[src/rtl/xpt_pkg.sv]
package xpt_pkg;
  localparam int XPT_ROWS_DEF = 4;
  localparam int XPT_COLS_DEF = 8;

  function automatic int flat_index(input int row, input int col, input int cols);
    return row * cols + col;
  endfunction
endpackage

[src/rtl/xpt_pin_sampler.sv]
module xpt_pin_sampler #(
  parameter int RW = 2,
  parameter int CW = 3
) (
  input  logic          clk,
  input  logic          clr_all,
  input  logic          sel,
  input  logic          stb,
  input  logic          wr_data,
  input  logic [RW-1:0] row_sel,
  input  logic [CW-1:0] col_sel,
  output logic          sel_q,
  output logic          stb_q,
  output logic          data_q,
  output logic [RW-1:0] row_q,
  output logic [CW-1:0] col_q
);
  always_ff @(posedge clk or posedge clr_all) begin
    if (clr_all) begin
      sel_q  <= 1'b0;
      stb_q  <= 1'b0;
      data_q <= 1'b0;
      row_q  <= '0;
      col_q  <= '0;
    end else begin
      sel_q  <= sel;
      stb_q  <= stb;
      data_q <= wr_data;
      row_q  <= row_sel;
      col_q  <= col_sel;
    end
  end
endmodule

[src/rtl/xpt_addr_decode.sv]
module xpt_addr_decode #(
  parameter int ROWS = 4,
  parameter int COLS = 8,
  localparam int RW = $clog2(ROWS),
  localparam int CW = $clog2(COLS),
  localparam int N  = ROWS * COLS
) (
  input  logic          sel_q,
  input  logic          stb_q,
  input  logic [RW-1:0] row_q,
  input  logic [CW-1:0] col_q,
  output logic [N-1:0]  cell_en
);
  logic open_win;
  assign open_win = sel_q & stb_q;

  for (genvar r = 0; r < ROWS; r++) begin : g_row
    logic row_hit;
    assign row_hit = (row_q == RW'(r));
    for (genvar c = 0; c < COLS; c++) begin : g_col
      assign cell_en[r*COLS + c] = open_win & row_hit & (col_q == CW'(c));
    end
  end
endmodule

[src/rtl/xpt_cell_array.sv]
module xpt_cell_array #(
  parameter int N = 32
) (
  input  logic         clk,
  input  logic         clr_all,
  input  logic [N-1:0] cell_en,
  input  logic         data_q,
  output logic [N-1:0] cells
);
  for (genvar i = 0; i < N; i++) begin : g_cell
    always_ff @(posedge clk or posedge clr_all) begin
      if (clr_all)
        cells[i] <= 1'b0;
      else if (cell_en[i])
        cells[i] <= data_q;
    end
  end
endmodule

[src/rtl/xpt_ctrl_mem.sv]
module xpt_ctrl_mem #(
  parameter int ROWS = xpt_pkg::XPT_ROWS_DEF,
  parameter int COLS = xpt_pkg::XPT_COLS_DEF,
  localparam int RW = $clog2(ROWS),
  localparam int CW = $clog2(COLS),
  localparam int N  = ROWS * COLS
) (
  input  logic          clk,
  input  logic          clr_all,
  input  logic          sel,
  input  logic          stb,
  input  logic          wr_data,
  input  logic [RW-1:0] row_sel,
  input  logic [CW-1:0] col_sel,
  output logic [N-1:0]  sw_on
);
  logic          sel_q, stb_q, data_q;
  logic [RW-1:0] row_q;
  logic [CW-1:0] col_q;
  logic [N-1:0]  cell_en;

  xpt_pin_sampler #(.RW(RW), .CW(CW)) u_sampler (
    .clk(clk), .clr_all(clr_all),
    .sel(sel), .stb(stb), .wr_data(wr_data),
    .row_sel(row_sel), .col_sel(col_sel),
    .sel_q(sel_q), .stb_q(stb_q), .data_q(data_q),
    .row_q(row_q), .col_q(col_q)
  );

  xpt_addr_decode #(.ROWS(ROWS), .COLS(COLS)) u_decode (
    .sel_q(sel_q), .stb_q(stb_q), .row_q(row_q), .col_q(col_q),
    .cell_en(cell_en)
  );

  xpt_cell_array #(.N(N)) u_cells (
    .clk(clk), .clr_all(clr_all), .cell_en(cell_en),
    .data_q(data_q), .cells(sw_on)
  );
endmodule

[config.mk]
export PLATFORM = sky130hd
export DESIGN_NAME = xpt_ctrl_mem
export DESIGN_NICKNAME = d
export VERILOG_FILES = /design/src/rtl/xpt_pkg.sv /design/src/rtl/xpt_pin_sampler.sv /design/src/rtl/xpt_addr_decode.sv /design/src/rtl/xpt_cell_array.sv /design/src/rtl/xpt_ctrl_mem.sv
export SDC_FILE = /design/constraint.sdc
export NUM_CORES = 1
export LEC_CHECK = 0
export CAP_MARGIN = 20
export CORE_MARGIN = 8
export CORE_UTILIZATION = 45
export DETAILED_ROUTE_END_ITERATION = 6
export PLACE_DENSITY = 0.75
export SLEW_MARGIN = 5
export SYNTH_ARGS = -nofsm -noshare
export SYNTH_HDL_FRONTEND = slang
export SYNTH_HIERARCHICAL = 1
export SYNTH_SLANG_ARGS = --single-unit
[constraint.sdc]
create_clock -name clk -period 1.56 [get_ports clk]
set_input_delay 0.39 -clock clk [delete_from_list [all_inputs] [get_ports clk]]
set_output_delay 0.39 -clock clk [all_outputs]
set_load 0.02 [all_outputs]
# After elaboration in Yosys (flattened, before gate mapping)
# Cells that the tools add are included.
[word_totals]
elab_cells = 86
ff_bits = 40
[op_classes]
n_reduce_logical = 2
bitwise_logic = 37
n_eq_ne = 10
[ops]
columns = ["operator", "n"]
rows = [
  ["AND 1 bit", 37],
  ["== test 3 bit, second input constant", 4],
  ["== test 3 x 2 -> 1 bit, second input constant", 2],
  ["== test 2 bit, second input constant", 2],
  ["== test 3 x 1 -> 1 bit, second input constant", 1],
  ["zero test 3 bit", 1],
  ["== test 2 x 1 -> 1 bit, second input constant", 1],
  ["zero test 2 bit", 1],
]

# Logic depth before layout (Yosys ltp)
[logic_depth]
word_depth = 3
mapped_depth = 4

# By module
# Netlist, hierarchy kept.
[modules_own_cells]
columns = ["module", "instances", "area_each_um2", "seq_area_each_um2", "cells_each"]
rows = [
  ["xpt_cell_array", 1, 1179.9, 800.8, 68],
  ["xpt_addr_decode", 1, 226.5, 0.0, 45],
  ["xpt_pin_sampler", 1, 203.9, 200.2, 9],
]

# Worst setup path after synthesis
# No wires, ideal clock.
[synth_path]
kind = "reg2reg"
from = "register u_sampler.col_q[2]"
to = "register u_cells.cells[8]"
slack_ps = 151
stages_incl_launch_ff = 4
required_time_ps = 1435
t_arrival_ps = 1284
n_path_buf = 0
cell_sequence = "dfrtp_1 -> or3_1 -> nor2_1 -> mux2_2"
[synth_via]
elab_chain_cells = 2
[synth_rtl]
columns = ["element", "line_no", "text"]
rows = [
  ["from (decl)", "xpt_pin_sampler.sv:16", "output logic [CW-1:0] col_q"],
  ["from (signal assigned)", "xpt_pin_sampler.sv:30", "col_q <= col_sel;"],
  ["zero test 3 bit", "xpt_addr_decode.sv:21", "assign cell_en[r*COLS + c] = open_win & row_hit & (col_q == CW'(c));"],
  ["AND 1 bit", "xpt_addr_decode.sv:21", ""],
  ["via cell_en[8]", "xpt_ctrl_mem.sv:20", "logic [N-1:0] cell_en;"],
  ["to (signal, indexed assignment)", "xpt_cell_array.sv:15", "cells[i] <= data_q;"],
  ["to (decl)", "xpt_cell_array.sv:8", "output logic [N-1:0] cells"],
]
# The timed path passes the listed nets, and every way through them passes these cells.
# A chain may end at the register's enable or synchronous reset.

# Worst setup path in the final report
# Same ends and word-level chain as after synthesis.

==> results.md <==
- Number of global-route vias before repair: 1183
- Cts bufs inserted: 5
- Seq/Total Area, Yosys: 0.622
- Core area: 3390 µm²
- Routed len/inst: 15.8 µm
- Main flop type after synthesis: dfrtp_1
- WP data arrival: 1740 ps
- Asr flop ratio synth: 1.00
- RSZ-0062 raised after global routing: no
- CP max FO: 8
- Yosys top cell by area: dfrtp_1
- Die area: 5750 µm²
- Final #Nets: 182
- Worst rel slew slack: 0.453
- Number of max-cap violations: 0
- Worst-margin pin slew: 821 ps
- Clock Skew: 13.8 ps
- Worst-path clk slew: 120 ps
- WP data required: 1810 ps
- Port buffer count: 41
- Mapped Area: 1610 µm²
- Die width: 75.8 µm
- Final Max Tran Viols: 0
- Skew-Pair Late Insertion Delay: 350 ps
- Yosys reg bits: 40
- GRT Total Usage: 0.134
- Root buf cell: clkbuf_4
- Area Growth Syn to Fin: 33.6%
- Fmax: 670 MHz
- Clock Sinks: 40
- Residual overflow from global routing: 0
- Initial drt markers: 51
- Run status: completed
- Top-area cell type share of the netlist area: 0.622
- Vias: 1107
- Critical Path Sink Type: register
- # setup viols final: 0
- Hold slack final: 318 ps
- DRT Pass-1 Iters: 4
- Worst Hold Class: in -> async
- Worst Setup Start Kind: register
- Initial core utilization: 0.475
- Yosys warnings: 6
- Largest net degree at the start of global routing: 33
- Drc violations: 0
- Post-synth EDFFs: 0
- WS Path Type: reg -> reg
- Placed Instance Area: 2100 µm²
- Final period util: 0.956
- Htree depth: 2
- IO Pins: 42
- Standard-cell rows: 21
- Initial antenna violation count: 0
- Post-route cell area: 2150 µm²
- Vias/cell: 5.08
- Top routing layer in use: met4
- Post-DRT Antenna Nets: 0
- Clock Path Buffers: 2
- First-pass GRT wire length: 5.66 mm
- Met1 wire length: 1.40 mm
- Cells after Synth: 122
- VDD IR max: 0.648 mV
- Post-DP HPWL: 2.56 mm
- Final wirelength: 3.43 mm
- DR WL met3: 154 µm
- Layout cell share with drive strength beyond 1: 0.302
- Count leader, synth: dfrtp_1
- Antenna diode count: 0
- Mapped Nets: 132
- Final hold violations: 0
- Final RePlAce weighted congestion: 0.709
- CTS tree: built
- WL met2: 1.81 mm
- Top post-synthesis cells by count: dfrtp_1, mux2_2, nor2_1
- Top cells by area, synth: dfrtp_1, mux2_2, nor2_1
- Pwr Density: 1060 nW/µm²
- Final min period: 1490 ps
- Distinct cells, synth: 13
- Die height: 75.8 µm
- Leakage: 0.00107 µW
- Avg Inst Size Synth: 13.2 µm²
## routing by layer
layer  vias up  global-route usage
li1        515                   -
met1       556               0.152
met2        29               0.226
met3         7              0.0276
met4         0              0.0810
met5         -                   0
## worst paths after layout
path                                                from                             to  slack [ps]  cells after the start
max                         u_sampler/col_q[2]$_DFF_PP0_   u_cells/cells[8]$_DFFE_PP0P_          70                      3
min                                              clr_all     u_sampler/data_q$_DFF_PP0_         320                      2
max reg2reg                 u_sampler/col_q[2]$_DFF_PP0_   u_cells/cells[8]$_DFFE_PP0P_          70                      3
min reg2reg                u_cells/cells[22]$_DFFE_PP0P_  u_cells/cells[22]$_DFFE_PP0P_         510                      1
max in group asynchronous                        clr_all   u_cells/cells[1]$_DFFE_PP0P_         970                      3
min in group clk                                     stb      u_sampler/stb_q$_DFF_PP0_         480                      1
## through the flow
| stage | utilization | TNS [ps] | setup WS (ps) | power, µW | cells |
|---|---|---|---|---|---|
| after global placement | 0.620 | 0 | 59.8 | 1800 | 209 |
| after global routing | 0.635 | 0 | 8.20 | 2380 | 218 |
| final | 0.635 | 0 | 68.4 | 2280 | 218 |
| after detailed placement | 0.620 | -20.5 | -20.5 | 1820 | 209 |
| after floorplan | - | 0 | 151 | 1510 | 122 |
| after CTS | 0.629 | 0 | 36.9 | 2300 | 216 |
## sequential cells by signal, summed over array words and instances, names as in the netlist
signal and count:
u_sampler/sel_q 1, u_sampler/col_q 3, u_sampler/data_q 1, u_sampler/row_q 2
u_cells/cells 32, u_sampler/stb_q 1
## timing repair
| item | 4_1_cts | 5_1_grt |
|---|---|---|
| hold buffers | 0 | 0 |
| pin swaps | 0 | 1 |
| resized for setup | 33 | 3 |
| endpoints found under the setup margin | 33 | 8 |
| setup buffers | 0 | 2 |
## logic make-up after synthesis
group | Yosys count | share of synthesized area
AND/OR/NAND/NOR | 44 | 0.138
buffers and inverters | 6 | 0.0163
multiplexers | 32 | 0.224
flip-flops | 40 | 0.622
## cells in the final DEF (no fill, tap or decap), drive strengths merged
cell type / instances
nand4b: 2
mux2: 32
or3b: 3
clkbuf: 7
clkdlybuf4s50: 9
nor2: 32
inv: 2
nand3b: 3
buf: 6
dfrtp: 40
dlygate4sd2: 32
nand4: 1
nand3: 1
nand4bb: 1
or3: 1
## where the power goes
part | switching, µW | leakage (µW) | internal (µW) | total (µW)
Sequential | 74.7 | 0.000516 | 1150 | 1230
Clock | 317 | 0.0000374 | 256 | 572
Combinational | 256 | 0.000513 | 221 | 477
Total | 647 | 0.00107 | 1630 | 2280
## cell type report
class                           instances  area (µm²)
Sequential cell                        40        1000
Multi-Input combinational cell         76         588
Timing Repair Buffer                   47         428
Tap cell                               46        57.6
Inverter                                2        7.51
Fill cell                             268        1240
Clock buffer                            7        65.1
## worst max-delay path: stages (launching register included)
cell and delay [ps]:
dfrtp_2 460, or3_4 430, nor2_1 150, mux2_2 350
Power figures use the tool's default switching activity.
